==> src/rtl/sdir_pkg.sv <==
`timescale 1ns/1ps
package sdir_pkg;
  typedef enum logic {SEL_DATA = 1'b0, SEL_CTRL = 1'b1} reg_sel_e;
  localparam logic [1:0] FUNC_NO_LOCK = 2'b11;
endpackage

==> src/rtl/sdir_bus_track.sv <==
`timescale 1ns/1ps
module sdir_bus_track #(
  parameter int BITS  = 9,
  localparam int CW   = $clog2(BITS)
) (
  input  logic          clk,
  input  logic          rst_n,
  input  logic          scl_in,
  input  logic          start_det,
  input  logic          stop_det,
  output logic          scl_rise,
  output logic          scl_fall,
  output logic          ninth,
  output logic          win,
  output logic          addr_phase,
  output logic [CW-1:0] bit_cnt
);
  localparam logic [CW-1:0] LAST = CW'(BITS - 1);

  logic scl_q;

  always_ff @(posedge clk or negedge rst_n)
    if (!rst_n) scl_q <= 1'b1;
    else        scl_q <= scl_in;

  assign scl_rise = scl_in & ~scl_q;
  assign scl_fall = ~scl_in & scl_q;
  assign ninth    = scl_rise && (bit_cnt == LAST);

  always_ff @(posedge clk or negedge rst_n)
    if (!rst_n)                      bit_cnt <= '0;
    else if (start_det || stop_det)  bit_cnt <= '0;
    else if (ninth)                  bit_cnt <= '0;
    else if (scl_rise)               bit_cnt <= bit_cnt + 1'b1;

  always_ff @(posedge clk or negedge rst_n)
    if (!rst_n)                 win <= 1'b1;
    else if (ninth || stop_det) win <= 1'b1;
    else if (scl_rise)          win <= 1'b0;

  always_ff @(posedge clk or negedge rst_n)
    if (!rst_n)                    addr_phase <= 1'b0;
    else if (start_det)            addr_phase <= 1'b1;
    else if (stop_det || ninth)    addr_phase <= 1'b0;

  a_r1_wrap: assert property (@(posedge clk) disable iff (!rst_n)
    ninth |=> bit_cnt == '0);
  a_r1_step: assert property (@(posedge clk) disable iff (!rst_n)
    (scl_rise && !ninth && !start_det && !stop_det) |=> bit_cnt == $past(bit_cnt) + 1'b1);
  a_r2_open: assert property (@(posedge clk) disable iff (!rst_n)
    (ninth || stop_det) |=> win);
  a_r2_close: assert property (@(posedge clk) disable iff (!rst_n)
    (scl_rise && !ninth && !stop_det) |=> !win);
endmodule

==> src/rtl/sdir_dir_ctrl.sv <==
`timescale 1ns/1ps
module sdir_dir_ctrl (
  input  logic clk,
  input  logic rst_n,
  input  logic ctl_wr,
  input  logic wr_dir,
  input  logic win,
  input  logic ninth,
  input  logic start_det,
  input  logic stop_det,
  input  logic addr_phase,
  input  logic addr_match,
  input  logic ack_slot,
  output logic dir_req,
  output logic dir_eff,
  output logic addressed,
  output logic ack_drive
);
  logic next_req;
  logic adopt;

  assign next_req = ctl_wr ? wr_dir : dir_req;
  assign adopt    = (ctl_wr && win) || ninth || stop_det;

  always_ff @(posedge clk or negedge rst_n)
    if (!rst_n) dir_req <= 1'b0;
    else        dir_req <= next_req;

  always_ff @(posedge clk or negedge rst_n)
    if (!rst_n)     dir_eff <= 1'b0;
    else if (adopt) dir_eff <= next_req;

  always_ff @(posedge clk or negedge rst_n)
    if (!rst_n)                      addressed <= 1'b0;
    else if (start_det || stop_det)  addressed <= 1'b0;
    else if (ninth && addr_phase)    addressed <= addr_match;

  assign ack_drive = ack_slot && !dir_eff && (addr_phase ? addr_match : addressed);

  a_r3_immediate: assert property (@(posedge clk) disable iff (!rst_n)
    (ctl_wr && win) |=> dir_eff == $past(wr_dir));
  a_r4_deferred: assert property (@(posedge clk) disable iff (!rst_n)
    (!(ctl_wr && win) && !ninth && !stop_det) |=> $stable(dir_eff));
  a_r4_adopt: assert property (@(posedge clk) disable iff (!rst_n)
    (ninth && !ctl_wr) |=> dir_eff == $past(dir_req));
endmodule

==> src/rtl/sdir_wait_ctrl.sv <==
`timescale 1ns/1ps
module sdir_wait_ctrl (
  input  logic clk,
  input  logic rst_n,
  input  logic ninth,
  input  logic scl_fall,
  input  logic addressed,
  input  logic stop_det,
  input  logic ctl_wr,
  input  logic wr_dir,
  input  logic data_rd,
  input  logic data_wr,
  output logic scl_hold
);
  logic ninth_seen;
  logic armed;
  logic release_now;

  assign release_now = scl_hold && (data_wr || (armed && data_rd));

  always_ff @(posedge clk or negedge rst_n)
    if (!rst_n)                   ninth_seen <= 1'b0;
    else if (ninth)               ninth_seen <= 1'b1;
    else if (scl_fall || stop_det) ninth_seen <= 1'b0;

  always_ff @(posedge clk or negedge rst_n)
    if (!rst_n)                                    scl_hold <= 1'b0;
    else if (stop_det)                             scl_hold <= 1'b0;
    else if (scl_fall && ninth_seen && addressed)  scl_hold <= 1'b1;
    else if (release_now)                          scl_hold <= 1'b0;

  always_ff @(posedge clk or negedge rst_n)
    if (!rst_n)                              armed <= 1'b0;
    else if (stop_det || release_now)        armed <= 1'b0;
    else if (scl_hold && ctl_wr && !wr_dir)  armed <= 1'b1;

  a_r6_hold_cause: assert property (@(posedge clk) disable iff (!rst_n)
    $rose(scl_hold) |-> $past(scl_fall && addressed));
  a_r7_keep: assert property (@(posedge clk) disable iff (!rst_n)
    (scl_hold && !armed && !data_wr && !stop_det) |=> scl_hold);
endmodule

==> src/rtl/sdir_access_guard.sv <==
`timescale 1ns/1ps
module sdir_access_guard
  import sdir_pkg::*;
#(
  parameter int DATA_W   = 8,
  parameter int LOCK_CYC = 6,
  localparam int LW      = $clog2(LOCK_CYC + 1)
) (
  input  logic              clk,
  input  logic              rst_n,
  input  logic              reg_sel,
  input  logic              reg_rd,
  input  logic              reg_wr,
  input  logic [DATA_W-1:0] reg_wdata,
  input  logic [DATA_W-1:0] rx_byte,
  input  logic              ninth,
  input  logic              dir_eff,
  input  logic              dir_req,
  output logic [DATA_W-1:0] reg_rdata,
  output logic              ctl_wr,
  output logic              wr_dir,
  output logic              data_rd,
  output logic              data_wr,
  output logic              locked
);
  logic [DATA_W-2:0] ctl_q;
  logic [LW-1:0]     lock_cnt;
  logic              bypass;
  logic              ctl_rd;
  logic              is_ctl;

  assign is_ctl = (reg_sel == SEL_CTRL);
  assign bypass = (ctl_q[1:0] == FUNC_NO_LOCK);
  assign locked = (lock_cnt != '0);

  always_ff @(posedge clk or negedge rst_n)
    if (!rst_n)                          lock_cnt <= '0;
    else if (ninth && dir_eff && !bypass) lock_cnt <= LW'(LOCK_CYC);
    else if (locked)                     lock_cnt <= lock_cnt - 1'b1;

  assign ctl_wr  = reg_wr &&  is_ctl && !locked;
  assign ctl_rd  = reg_rd &&  is_ctl && !locked;
  assign data_rd = reg_rd && !is_ctl && !locked;
  assign data_wr = reg_wr && !is_ctl;
  assign wr_dir  = reg_wdata[DATA_W-1];

  always_ff @(posedge clk or negedge rst_n)
    if (!rst_n)      ctl_q <= '0;
    else if (ctl_wr) ctl_q <= reg_wdata[DATA_W-2:0];

  always_comb begin
    reg_rdata = '0;
    if (data_rd)     reg_rdata = rx_byte;
    else if (ctl_rd) reg_rdata = {dir_req, ctl_q};
  end

  a_r8_bound: assert property (@(posedge clk) disable iff (!rst_n)
    lock_cnt <= LW'(LOCK_CYC));
  a_r8_quiet: assert property (@(posedge clk) disable iff (!rst_n)
    (locked && reg_rd) |-> reg_rdata == '0);
  a_r9_bypass: assert property (@(posedge clk) disable iff (!rst_n)
    (ninth && bypass && !locked) |=> !locked);
  a_r8_start: assert property (@(posedge clk) disable iff (!rst_n)
    (ninth && dir_eff && !bypass) |=> locked);
endmodule

==> src/rtl/i2c_sdir_ctrl.sv <==
`timescale 1ns/1ps
module i2c_sdir_ctrl #(
  parameter int DATA_W   = 8,
  parameter int BITS     = 9,
  parameter int LOCK_CYC = 6,
  localparam int CW      = $clog2(BITS)
) (
  input  logic              clk,
  input  logic              rst_n,
  input  logic              scl_in,
  input  logic              start_det,
  input  logic              stop_det,
  input  logic              addr_match,
  input  logic [DATA_W-1:0] rx_byte,
  input  logic              reg_sel,
  input  logic              reg_rd,
  input  logic              reg_wr,
  input  logic [DATA_W-1:0] reg_wdata,
  output logic [DATA_W-1:0] reg_rdata,
  output logic              dir_eff,
  output logic              ack_drive,
  output logic              scl_hold,
  output logic              lockout,
  output logic [CW-1:0]     bit_cnt
);
  localparam logic [CW-1:0] ACK_POS = CW'(BITS - 1);

  logic scl_rise, scl_fall, ninth, win, addr_phase;
  logic ctl_wr, wr_dir, data_rd, data_wr;
  logic dir_req, addressed;

  sdir_bus_track #(.BITS(BITS)) u_track (
    .clk, .rst_n, .scl_in, .start_det, .stop_det,
    .scl_rise, .scl_fall, .ninth, .win, .addr_phase, .bit_cnt
  );

  sdir_access_guard #(.DATA_W(DATA_W), .LOCK_CYC(LOCK_CYC)) u_guard (
    .clk, .rst_n, .reg_sel, .reg_rd, .reg_wr, .reg_wdata, .rx_byte,
    .ninth, .dir_eff, .dir_req, .reg_rdata, .ctl_wr, .wr_dir,
    .data_rd, .data_wr, .locked(lockout)
  );

  sdir_dir_ctrl u_dir (
    .clk, .rst_n, .ctl_wr, .wr_dir, .win, .ninth, .start_det, .stop_det,
    .addr_phase, .addr_match, .ack_slot(bit_cnt == ACK_POS),
    .dir_req, .dir_eff, .addressed, .ack_drive
  );

  sdir_wait_ctrl u_wait (
    .clk, .rst_n, .ninth, .scl_fall, .addressed, .stop_det,
    .ctl_wr, .wr_dir, .data_rd, .data_wr, .scl_hold
  );

  a_r5_tx_silent: assert property (@(posedge clk) disable iff (!rst_n)
    (ack_drive && ninth) |=> !$past(dir_eff));
  a_r6_addr_only: assert property (@(posedge clk) disable iff (!rst_n)
    $rose(addressed) |-> $past(addr_match && ninth));
endmodule

==> config.mk <==
export PLATFORM = sky130hd
export DESIGN_NAME = i2c_sdir_ctrl
export DESIGN_NICKNAME = d
export VERILOG_FILES = /design/src/rtl/sdir_pkg.sv /design/src/rtl/sdir_bus_track.sv /design/src/rtl/sdir_dir_ctrl.sv /design/src/rtl/sdir_wait_ctrl.sv /design/src/rtl/sdir_access_guard.sv /design/src/rtl/i2c_sdir_ctrl.sv
export SDC_FILE = /design/constraint.sdc
export NUM_CORES = 1
export LEC_CHECK = 0
export BUFFER_PORTS_ARGS = -buffer_cell sky130_fd_sc_hd__buf_2
export CAP_MARGIN = 20
export CORE_ASPECT_RATIO = 1.2
export CORE_UTILIZATION = 30
export DETAILED_ROUTE_END_ITERATION = 16
export HOLD_SLACK_MARGIN = 0.05
export PLACE_DENSITY = 0.6
export SYNTH_ARGS = -nofsm -noshare
export SYNTH_HDL_FRONTEND = slang
export SYNTH_SLANG_ARGS = --single-unit
==> constraint.sdc <==
create_clock -name clk -period 1.99 [get_ports clk]
set_input_delay 0 -clock clk [delete_from_list [all_inputs] [get_ports clk]]
set_output_delay 0 -clock clk [all_outputs]
set_load 0.02 [all_outputs]
[After elaboration in Yosys (flattened, before gate mapping)]
Index checks and enable logic that the tools add are counted.
Word-level totals
  register bits: 23
  output and inout bits: 16
Operators by class
  reduce and logical (&&, ||, !) cells: 41
  add/subtract/negate cells: 2
  bitwise operators: 4
  mux-type cells: 22
  equal/unequal tests: 2
Operators by type and width (count)
  $logic_and 1x1->1: 20
  $mux 8: 2
  $mux 1: 15
  $mux 4: 3
  $reduce_bool 2->1: 6
  $reduce_bool 3->1: 3
  $logic_or 1x1->1: 7
  $mux 3: 2
  $logic_not 1->1: 5
  $add 4x1->4 const B: 1
  $eq 4x4->1 const B: 1
  $sub 3x1->3 const B: 1
  $and 1x1->1: 2
  $eq 2x2->1 const B: 1
  $not 1->1: 2

[Longest topological paths before layout]
Gate-level depths: netlist of the first run.
  depth after elaboration: 9
  depth in mapped cells: 8
  mapped depth without buffers: 6

[Cells and area by module]
From an unflattened synthesis of the first run, not the netlist that was laid out.
Unflattened totals
  cell total of the unflattened synthesis: 120
  area, all modules: 1288.7 sq um
By module, submodules not included
  sdir_access_guard: area each 595.6 sq um, instances 1, cells an instance 56, seq. area each 250.2 sq um
  sdir_bus_track: area each 375.4 sq um, instances 1, cells an instance 38, seq. area each 177.7 sq um
  sdir_wait_ctrl: area each 153.9 sq um, instances 1, cells an instance 14, seq. area each 75.1 sq um
  sdir_dir_ctrl: area each 148.9 sq um, instances 1, cells an instance 11, seq. area each 75.1 sq um
  i2c_sdir_ctrl: area each 15.0 sq um, instances 1, cells an instance 1, seq. area each 0.0 sq um

[Worst setup path before layout of the first run]
OpenSTA, ideal clock, no wires.
  path type: register to register
  from: reg u_track.bit_cnt[0]
  to: reg u_track.bit_cnt[2]
  cell stages (with the launch flop): 6
  data required time: 1.903 ns
  library setup time: 0.087 ns
  path slack: 0.418 ns
  clock period less this slack: 1.572 ns
  arrival time: 1.485 ns
  buffers on the path: 0
  path through: dfrtp_1 -> inv_1 -> ha_1 -> and3b_1 -> or3_1 -> a211oi_2
Between the ends
  word-level cells in the longest chain between the ends: 4
Ends and longest elaborated chain
  start: declaration: RTL line sdir_bus_track.sv:16  | output logic [CW-1:0] bit_cnt
  start signal: assignment: RTL line sdir_bus_track.sv:34  | else if (scl_rise) bit_cnt <= bit_cnt + 1'b1;
  $add 4x1->4 or $eq 4x4->1 (tied branches): RTL line sdir_bus_track.sv:34, sdir_bus_track.sv:28
  $mux 4 or $logic_and 1x1->1 (tied branches): RTL line sdir_bus_track.sv:34, sdir_bus_track.sv:28
  $mux 4: RTL line sdir_bus_track.sv:33  | else if (ninth) bit_cnt <= '0;
  $mux 4: RTL line sdir_bus_track.sv:32  | else if (start_det || stop_det) bit_cnt <= '0;
Parallel ways exist; a longest one is shown, timed or not. The select of a mux whose other input is x is not followed.
A chain may end at the register's enable or synchronous reset.

[Final worst setup path of the first run]
  from: reg u_guard.lock_cnt[0]
  to: out reg_rdata[7]
Between the ends
  word-level cells in the longest chain between the ends: 5
Ends and longest elaborated chain
  start: declaration: RTL line sdir_access_guard.sv:27  | logic [LW-1:0] lock_cnt;
  start signal: assignment: RTL line sdir_access_guard.sv:38  | else if (ninth && dir_eff && !bypass) lock_cnt <= LW'(LOCK_CYC);
  start signal: assignment: RTL line sdir_access_guard.sv:39  | else if (locked) lock_cnt <= lock_cnt - 1'b1;
  $reduce_bool 3->1 (*): RTL line sdir_access_guard.sv:34  | assign locked = (lock_cnt != '0);
  $logic_not 1->1 (*): RTL line sdir_access_guard.sv:42, sdir_access_guard.sv:43
  $logic_and 1x1->1: RTL line sdir_access_guard.sv:42  | assign ctl_rd = reg_rd && is_ctl && !locked;
  $mux 8: RTL line sdir_access_guard.sv:54  | else if (ctl_rd) reg_rdata = {dir_req, ctl_q};
  $mux 8 (*): RTL line sdir_access_guard.sv:53  | if (data_rd) reg_rdata = rx_byte;
  end: declaration: RTL line i2c_sdir_ctrl.sv:19  | output logic [DATA_W-1:0] reg_rdata,
Every way passes the cells marked *; elsewhere a longest branch is shown, timed or not.

==> results of run 1 <==
==> repair_timing <==
item                                    4_1_cts  5_1_grt
resized for setup                             0        1
hold buffers                                 13        0
endpoints found under the hold margin        39        0
endpoints found under the setup margin        0        1
==> logic make-up after synthesis <==
logic type      Yosys count
compound gates           19
xor+xnor                  1
fa+ha+maj                 4
buf+inv                  10
flops                    23
mux                      11
simple gates             66
==> cells in the mapped netlist <==
cell	instances
or2b_1	1
clkbuf_1	1
a211oi_2	1
nand3_1	3
nand2_2	1
nor2b_2	1
o311ai_1	1
o211ai_1	3
a21oi_1	6
mux2i_1	11
dfstp_2	2
and3_1	1
dfrtp_1	21
nand4b_2	1
nand2b_1	1
inv_1	6
nor2_1	15
a211oi_1	1
nand2_1	31
nand4b_1	1
and3b_1	1
nand3b_1	1
buf_6	2
xnor2_1	1
ha_1	4
nor3_1	5
a21o_1	1
nor2b_4	1
nor4_1	1
o21ai_0	4
a31oi_1	2
buf_2	1
or3_1	1
==> power breakdown <==
group / switching [W] / internal [W] / total (W)
combinational: 0.000280 / 0.000228 / 0.000507
clock: 0.000149 / 0.000140 / 0.000288
sequential: 0.0000886 / 0.000594 / 0.000682
==> critical path, delay by kind of cell (launching register included) <==
kind	cells	cell delay (ps)
adder cells (fa/ha/maj)	1	220
buffers and inverters	2	270
flip-flops	1	370
AND/OR/NAND/NOR	3	590
==> flip-flops by register name, indices dropped and copies added, names as in the netlist <==
register,count
u_dir.addressed,1
u_track.addr_phase,1
u_guard.ctl_q,7
u_wait.armed,1
u_track.win,1
u_wait.ninth_seen,1
u_guard.lock_cnt,3
u_track.bit_cnt,4
u_track.scl_q,1
u_dir.dir_req,1
u_wait.scl_hold,1
u_dir.dir_eff,1
==> routing by layer <==
| layer | global-route usage [%] | share of wire, % | vias to the layer above |
|---|---|---|---|
| met5 | 0 | 0 | - |
| met4 | 4.29 | 0.35 | 0 |
| met3 | 2.32 | 5.3 | 2 |
| met2 | 22.8 | 47 | 40 |
| met1 | 17.2 | 48 | 503 |
| li1 | - | - | 563 |
==> final timing paths <==
| path | start | to | slack, ps |
|---|---|---|---|
| min in group asynchronous | rst_n | u_guard.ctl_q[0]$_DFFE_PN0N_ | 240 |
| max reg2reg | u_track.bit_cnt[0]$_DFFE_PN0P_ | u_track.bit_cnt[2]$_DFFE_PN0P_ | 420 |
| max in group asynchronous | rst_n | u_track.scl_q$_DFF_PN1_ | 1390 |
| max | u_guard.lock_cnt[0]$_DFFE_PN0P_ | reg_rdata[7] | 280 |
| min reg2reg | u_guard.ctl_q[5]$_DFFE_PN0N_ | u_guard.ctl_q[5]$_DFFE_PN0N_ | 480 |
| min | reg_wr | u_wait.armed$_DFFE_PN0P_ | 80 |
==> final cells by class <==
cell class                 count  share of cell area, %
sequential                    23                   34.8
clock inverter                 1                  0.301
multi-input combinational    101                   36.7
timing repair buffer          54                   20.3
inverter                       6                   1.36
clock buffer                   3                   2.48
tap                           54                   4.07
==> stage by stage <==
stage	total power [W]	cell area [sq um]	util, %	worst slack [ps]
after floorplan	0.00104	1240	-	418
after global placement	0.00116	1480	37.6	443
after detailed placement	0.00117	1480	37.6	375
after CTS	0.00149	1660	42.0	158
after global routing	0.00158	1660	42.2	116
final	0.00148	1660	42.2	280
==> flow_summary.toml, run 1 <==
[outcome]
status = "finished, final reports clean"

[synth]
yosysWarnings = 0
yosys-top-cells-area = "dfrtp_1 43%, nand2_1 9.4%, mux2i_1 8.9%"
yosysSeqAreaShare_pct = 46.8
yosys.area_share.simple_pct = 25.4
synth_compound_area_share_pct = 9.82
muxShareOfSynthArea_pct = 8.91
syn_avg_cell_area_sq_um = 9.23
ys_seq_elements = 23
synth_top_area_share_pct = 42.5
yosysTopAreaCell = "dfrtp_1"
synth-xor-area-share_pct = 0.709
synth-adder-area-share_pct = 4.05
synthesis.area_sq_um = 1240
ys_types = 33
synth_nets = 163
synth_cells = 134
synth_top_family_by_area = "simple AND/OR/NAND/NOR gates"

[critical_path]
crit_path_top_delay_cell = "dfrtp_1"
end_kind = "primary output"
cp-start-kind = "register"
path_cells = "inv_1, ha_1, nor2b_4, nand2_1, nor2_1, buf_2"
worstSetupPathType = "register to primary output"
crit_required_ps = 1990
critPathMaxStageDelay_ps = 370
cp_max_fo = 8
worstRegToRegCells = 5
cp_data_arrival_time_ps = 1710

[finish]
final_cell_mix = "40 x buf_2, 31 x nand2_1, 21 x dfrtp_1"
diodes = 0
area_growth_pct = 34.4
fin_cells = 242
fillers = 413
multi_input_area_sq_um = 609
nets = 218
final_common_cell = "buf_2"
register_area_sq_um = 578
drive_above_1_share_pct = 27.7

[cts]
h-tree-depth = 1
cts_setup_buffers = 0
cts_tree = "done"
clk_latency_ps = 260
cts_root_buf = "clkbuf_8"
clock_path_buffers = 2
clk_transition_reported_paths_ps = 80
cts_sinks = 23
cts_buffers = 3

[sta]
fin_crit_ps = 1710
tns_ps = 0
post-route-period-util_pct = 85.9
rsz0062_at_grt = "false"
slew-limit-headroom_pct = 65.6
hold_violations = 0
max_freq_ghz = 0.585
setup_viol = 0
skew_ps = 2.98
finalMaxSlewViolations = 0
tightest_slew_ps = 516
holdWs_ps = 84.5

[global_routing]
grt_pass1_vias = 1082
grt_pass1_wl_mm = 4.53
antenna_found_initial = 0
grt_max_degree = 24
gr-total-overflow = 0
grt.total_usage_pct = 13.5

[die]
start_util_pct = 31.4
die-area_sq_um = 4380
fp.dieH_um = 72.3
core_area_sq_um = 3940
num_io_pins = 41
row_count = 25
die_x_um = 60.6

[detailed_routing]
ant_nets = 0
routedWlPerCell_um = 11.9
drc_errors = 0
dr.first_iter.drc_count = 59
dr.pass1.iters = 4
wirelength_mm = 2.87
viasPerCell = 4.58
vias = 1108

[place]
dp_hpwl_mm = 2.04
io_buffers = 40
dpl.cell_count = 225
gp_congestion = 0.812

[job]
maxCapViolCount = 0

[pwr]
ir_drop_uv = 281
powerDensity_nw_per_um2 = 890
leakagePower_nw = 0.848

[min_path]
hold_depth = 4
hold_path.class = "primary input to register"
Power figures use the tool's default switching activity.
==> inputs of run 2 (changes only) <==
==> constraint.sdc (replaced) <==
create_clock -name clk -period 1.6 [get_ports clk]
set_input_delay 0 -clock clk [delete_from_list [all_inputs] [get_ports clk]]
set_output_delay 0 -clock clk [all_outputs]
set_load 0.02 [all_outputs]
==> run 2 against run 1 <==
  * Register-to-register slack got worse by 300 ps
  * Flip-flop and latch count is the same
  * Critical endpoint is now reg_rdata[2]
  * Worst setup slack lost 210 ps
  * Core utilization increased by 1.6 points
  * Power up 30%
  * Critical path type unchanged
  * Sequential share of layout area decreased by 1.3 points
  * Wire length rose by 3.7%
  * Clock skew is 1.3 ps lower
==> flow_summary.toml, run 2 (same netlist as run 1, synthesis figures left out) <==
[critical_path]
cp_max_fo = 8
cp_data_arrival_time_ps = 1530
crit_required_ps = 1600
worstSetupPathType = "register to primary output"
rrSetupSlack_ps = 120
end_kind = "primary output"
worstRegToRegCells = 5
reg2reg_from = "u_track.bit_cnt[1]$_DFFE_PN0P_"
cp-start-kind = "register"
r2r_end = "u_track.bit_cnt[2]$_DFFE_PN0P_"

[pwr]
leakagePower_nw = 0.870
powerDensity_nw_per_um2 = 1110
ir_drop_uv = 349

[min_path]
hold_depth = 3
whs_endpoint = "u_dir.addressed$_DFFE_PN0P_"
hold_path.class = "primary input to register"
worstHoldStart = "addr_match"

[place]
placed_area_sq_um = 1500
dpl.cell_count = 228
preCtsSetupSlack_ps = 137
dp_hpwl_mm = 2.13
gp_congestion = 0.755
io_buffers = 40

[finish]
diodes = 0
final_cell_mix = "33 x buf_2, 30 x nand2_1, 21 x dfrtp_1"
area_growth_pct = 39.6
final_area_sq_um = 1730
drive_above_1_share_pct = 32.5
reg_top3 = "u_guard.ctl_q (7), u_track.bit_cnt (4), u_guard.lock_cnt (3)"
fillers = 404
fin_cells = 245
multi_input_area_sq_um = 632
nets = 221
register_area_sq_um = 578
largest_register_ffs = 7
final_common_cell = "buf_2"
largest-register = "u_guard.ctl_q"

[die]
core_area_sq_um = 3940
start_util_pct = 31.4
num_io_pins = 41
die_x_um = 60.6
fp.dieH_um = 72.3
die-area_sq_um = 4380
row_count = 25

[sta]
fin_crit_ps = 1530
skew_ps = 1.66
max_freq_ghz = 0.653
rsz0062_at_grt = "true"
setup_viol = 0
finalWorstSetupSlack_ps = 67.6
holdWs_ps = 63.3
tns_ps = 0
tightest_slew_ps = 519
slew-limit-headroom_pct = 65.4
finalMaxSlewViolations = 0
post-route-period-util_pct = 95.8
hold_violations = 0

[detailed_routing]
routedWlPerCell_um = 12.1
wirelength_mm = 2.97
dr.first_iter.drc_count = 43
ant_nets = 0
vias = 1089
drc_errors = 0
viasPerCell = 4.44
dr.pass1.iters = 4

[global_routing]
grt_pass1_vias = 1090
antenna_found_initial = 0
gr-total-overflow = 0
grt.total_usage_pct = 13.9
grt_max_degree = 24
grt_pass1_wl_mm = 4.62

[cts]
clk_transition_reported_paths_ps = 80
cts_sinks = 23
cts_tree = "done"
cts_buffers = 3
clk_latency_ps = 260
clock_path_buffers = 2
cts_root_buf = "clkbuf_8"
h-tree-depth = 1

[job]
maxCapViolCount = 0

[outcome]
status = "finished, final reports clean"
[run 2: cell count changes in the layout (fill, tap and decap cells not counted), moves of 3 or more]
| cell | delta |
|---|---|
| nor2_2 | +3 |
| buf_4 | +10 |
| buf_2 | -7 |
| nor2_1 | -3 |
[run 2: cell type report]
type	count	area share, %
Inverter	6	1.31
Timing Repair Buffer	57	22.0
Multi-Input combinational cell	101	36.6
Clock buffer	3	2.39
Sequential cell	23	33.5
Tap cell	54	3.92
Clock inverter	1	0.290
[run 2: per-stage QoR]
stage,util [%],total power [W]
finish,43.8,0.00192
global route,43.8,0.00207
CTS,42.5,0.00188
detailed placement,38.1,0.00148
global placement,38.1,0.00146
floorplan,-,0.00129
[run 2: worst max path at each step]
stage / startpoint / end / slack [ps]
floorplan: u_track.bit_cnt[0]$_DFFE_PN0P_ / u_track.bit_cnt[2]$_DFFE_PN0P_ / 30
global placement: u_track.bit_cnt[1]$_DFFE_PN0P_ / u_track.bit_cnt[2]$_DFFE_PN0P_ / 180
global route: u_guard.lock_cnt[1]$_DFFE_PN0P_ / reg_rdata[4] / -50
detailed placement: u_track.bit_cnt[1]$_DFFE_PN0P_ / u_track.bit_cnt[2]$_DFFE_PN0P_ / 140
CTS: u_guard.lock_cnt[0]$_DFFE_PN0P_ / reg_rdata[7] / 30
finish: u_guard.lock_cnt[0]$_DFFE_PN0P_ / reg_rdata[2] / 70
[run 2: where the power goes]
group | switching (W) | internal [W]
combinational | 0.000373 | 0.000341
clock | 0.000183 | 0.000173
sequential | 0.000110 | 0.000738
total | 0.000666 | 0.00125
[run 2: critical path, stage by stage (launching register included)]
cell and delay (ps):
dfrtp_1 360, inv_1 100, ha_2 210, nor2b_4 200, nand2_4 110, nor2_2 150
buf_6 140
[run 2: what timing repair did]
| action | in CTS | in global routing |
|---|---|---|
| buffers inserted | 0 | 1 |
| resized for setup | 2 | 14 |
| cloned | 0 | 0 |
| setup endpoints to repair | 8 | 9 |
| pin swaps | 0 | 1 |
| hold endpoints to repair | 37 | 0 |
| hold buffers | 12 | 0 |
[run 2: per-layer routing]
layer,GRT usage [%],vias to the layer above,share of wire (%)
met2,25.0,38,48
met3,2.50,2,4.9
li1,-,568,-
met5,0,-,0
met4,3.54,0,0.34
met1,16.7,481,47
==> inputs of run 3 (changes only) <==
--- a/config.mk
+++ b/config.mk
@@ -12,6 +12,7 @@
 export DETAILED_ROUTE_END_ITERATION = 16
 export HOLD_SLACK_MARGIN = 0.05
 export PLACE_DENSITY = 0.6
+export REMOVE_ABC_BUFFERS = 1
 export SYNTH_ARGS = -nofsm -noshare
 export SYNTH_HDL_FRONTEND = slang
 export SYNTH_SLANG_ARGS = --single-unit
==> run 3 against run 2 <==
  * Core utilization down 0.25 points
  * Sequential power is 0.6% higher
  * Final cell count stayed put
  * Sequential share of layout area rose by 0.20 points
  * Flip-flop and latch count is the same
  * Wire length increased by 5.0%
  * Die area unchanged
  * Clock-buffer cell count did not move
  * Cell area down 0.58%
  * Combinational power is 0.8% lower
  * Power about the same
  * Register-to-register slack got worse by 30 ps
  * Critical path type is now register to register
  * Largest cell class unchanged
==> flow_summary.toml, run 3 (same netlist as run 1, synthesis figures left out) <==
[pwr]
total_power_w = 0.00192
ir_drop_uv = 456
leakagePower_nw = 0.870
powerDensity_nw_per_um2 = 1120

[finish]
final_area_sq_um = 1720
fin_cells = 245
largest_register_ffs = 7
diodes = 0
register_area_sq_um = 578
drive_above_1_share_pct = 31.9
area_growth_pct = 38.8
largest-register = "u_guard.ctl_q"
multi_input_area_sq_um = 638
fin_util_pct = 43.5
final_common_cell = "buf_2"
fillers = 411
final_cell_mix = "38 x buf_2, 30 x nand2_1, 21 x dfrtp_1"
reg_top3 = "u_guard.ctl_q (7), u_track.bit_cnt (4), u_guard.lock_cnt (3)"
nets = 221

[die]
row_count = 25
die-area_sq_um = 4380
start_util_pct = 31.4
fp.dieH_um = 72.3
die_x_um = 60.6
core_area_sq_um = 3940
num_io_pins = 41

[global_routing]
gr-total-overflow = 0
grt_pass1_wl_mm = 5.00
antenna_found_initial = 0
grt.total_usage_pct = 15.0
grt_max_degree = 24
grt_pass1_vias = 1154

[critical_path]
critPathMaxStageDelay_ps = 400
crit_buf_inv = 1
end_kind = "register"
worstSetupPathType = "register to register"
crit_path_top_delay_cell = "dfrtp_1"
cp-start-kind = "register"
cpLargestDelayFamily = "simple AND/OR/NAND/NOR gates"
cp_max_fo = 4
path_cells = "inv_1, ha_1, and3b_1, or3_1, a211oi_2"
crit_required_ps = 1780
cp_data_arrival_time_ps = 1690

[cts]
cts_tree = "done"
cts_sinks = 23
cts_setup_buffers = 0
cts_root_buf = "clkbuf_8"
clock_path_buffers = 2
h-tree-depth = 1
clk_transition_reported_paths_ps = 80
cts_buffers = 3
clk_latency_ps = 260

[detailed_routing]
vias = 1133
wirelength_mm = 3.12
dr.pass1.iters = 4
viasPerCell = 4.62
routedWlPerCell_um = 12.7
drc_errors = 0
ant_nets = 0
dr.first_iter.drc_count = 36

[job]
maxCapViolCount = 0

[place]
dpl.cell_count = 229
gp_congestion = 0.752
io_buffers = 40
dp_hpwl_mm = 2.20
placed_area_sq_um = 1510

[sta]
tns_ps = 0
skew_ps = 3.46
setup_viol = 0
post-route-period-util_pct = 94.5
slew-limit-headroom_pct = 65.8
tightest_slew_ps = 512
hold_violations = 0
max_freq_ghz = 0.661
fin_crit_ps = 1510
finalMaxSlewViolations = 0

[outcome]
status = "finished, final reports clean"

[min_path]
hold_path.class = "primary input to register"
run 3: cell counts in the layout (fill, tap and decap cells not counted):
Identical to the previous run, type by type.
run 3: where the power goes:
part / switching, W / leakage, nW / internal, W
registers: 0.000116 / 0.291 / 0.000739
clock network: 0.000183 / 0.0255 / 0.000173
logic: 0.000379 / 0.553 / 0.000328
total: 0.000678 / 0.870 / 0.00124
run 3: stage by stage:
step | setup WS [ps] | hold WS, ps
after global placement | 136 | 3.98
after global routing | -2.72 | 96.2
final | 87.9 | 60.9
after detailed placement | 124 | 7.32
after floorplan | 27.9 | -296
after CTS | 9.89 | 64.2
run 3: tightest hold or removal path, delay by kind of cell:
family                 cells  cell delay, ps
AND/OR/NAND/NOR            1              60
buffers and inverters      1             100
multiplexers               1             120
run 3: layer usage:
layer / up-vias / GRT usage [%] / routed length, um
met3: 2 / 1.96 / 132
met2: 39 / 28.8 / 1540
met4: 0 / 3.79 / 12
met5: - / 0 / 0
li1: 566 / - / -
met1: 526 / 16.9 / 1440
run 3: final timing paths:
kind	slack, ps	cells after the start	start	endpoint
max	90	5	u_track.bit_cnt[1]$_DFFE_PN0P_	u_track.bit_cnt[2]$_DFFE_PN0P_
min	60	3	addr_match	u_dir.addressed$_DFFE_PN0P_
max reg2reg	90	5	u_track.bit_cnt[1]$_DFFE_PN0P_	u_track.bit_cnt[2]$_DFFE_PN0P_
min reg2reg	490	2	u_guard.ctl_q[3]$_DFFE_PN0N_	u_guard.ctl_q[3]$_DFFE_PN0N_
max in group asynchronous	980	2	rst_n	u_track.scl_q$_DFF_PN1_
min in group asynchronous	260	2	rst_n	u_guard.ctl_q[0]$_DFFE_PN0N_
run 3: final cells by class:
type,count,area share [%]
inverter,6,1.31
clock buffer,3,2.41
sequential,23,33.7
tap,54,3.94
clock inverter,1,0.292
timing repair buffer,57,21.2
multi-input combinational,101,37.2
run 3: timing repair:
action                     in CTS  in global routing
cloned                          0                  0
hold endpoints to repair       38                  0
pin swaps                       0                  0
gates resized for setup         2                  8
setup endpoints to repair       8                 10
hold buffers                   12                  0
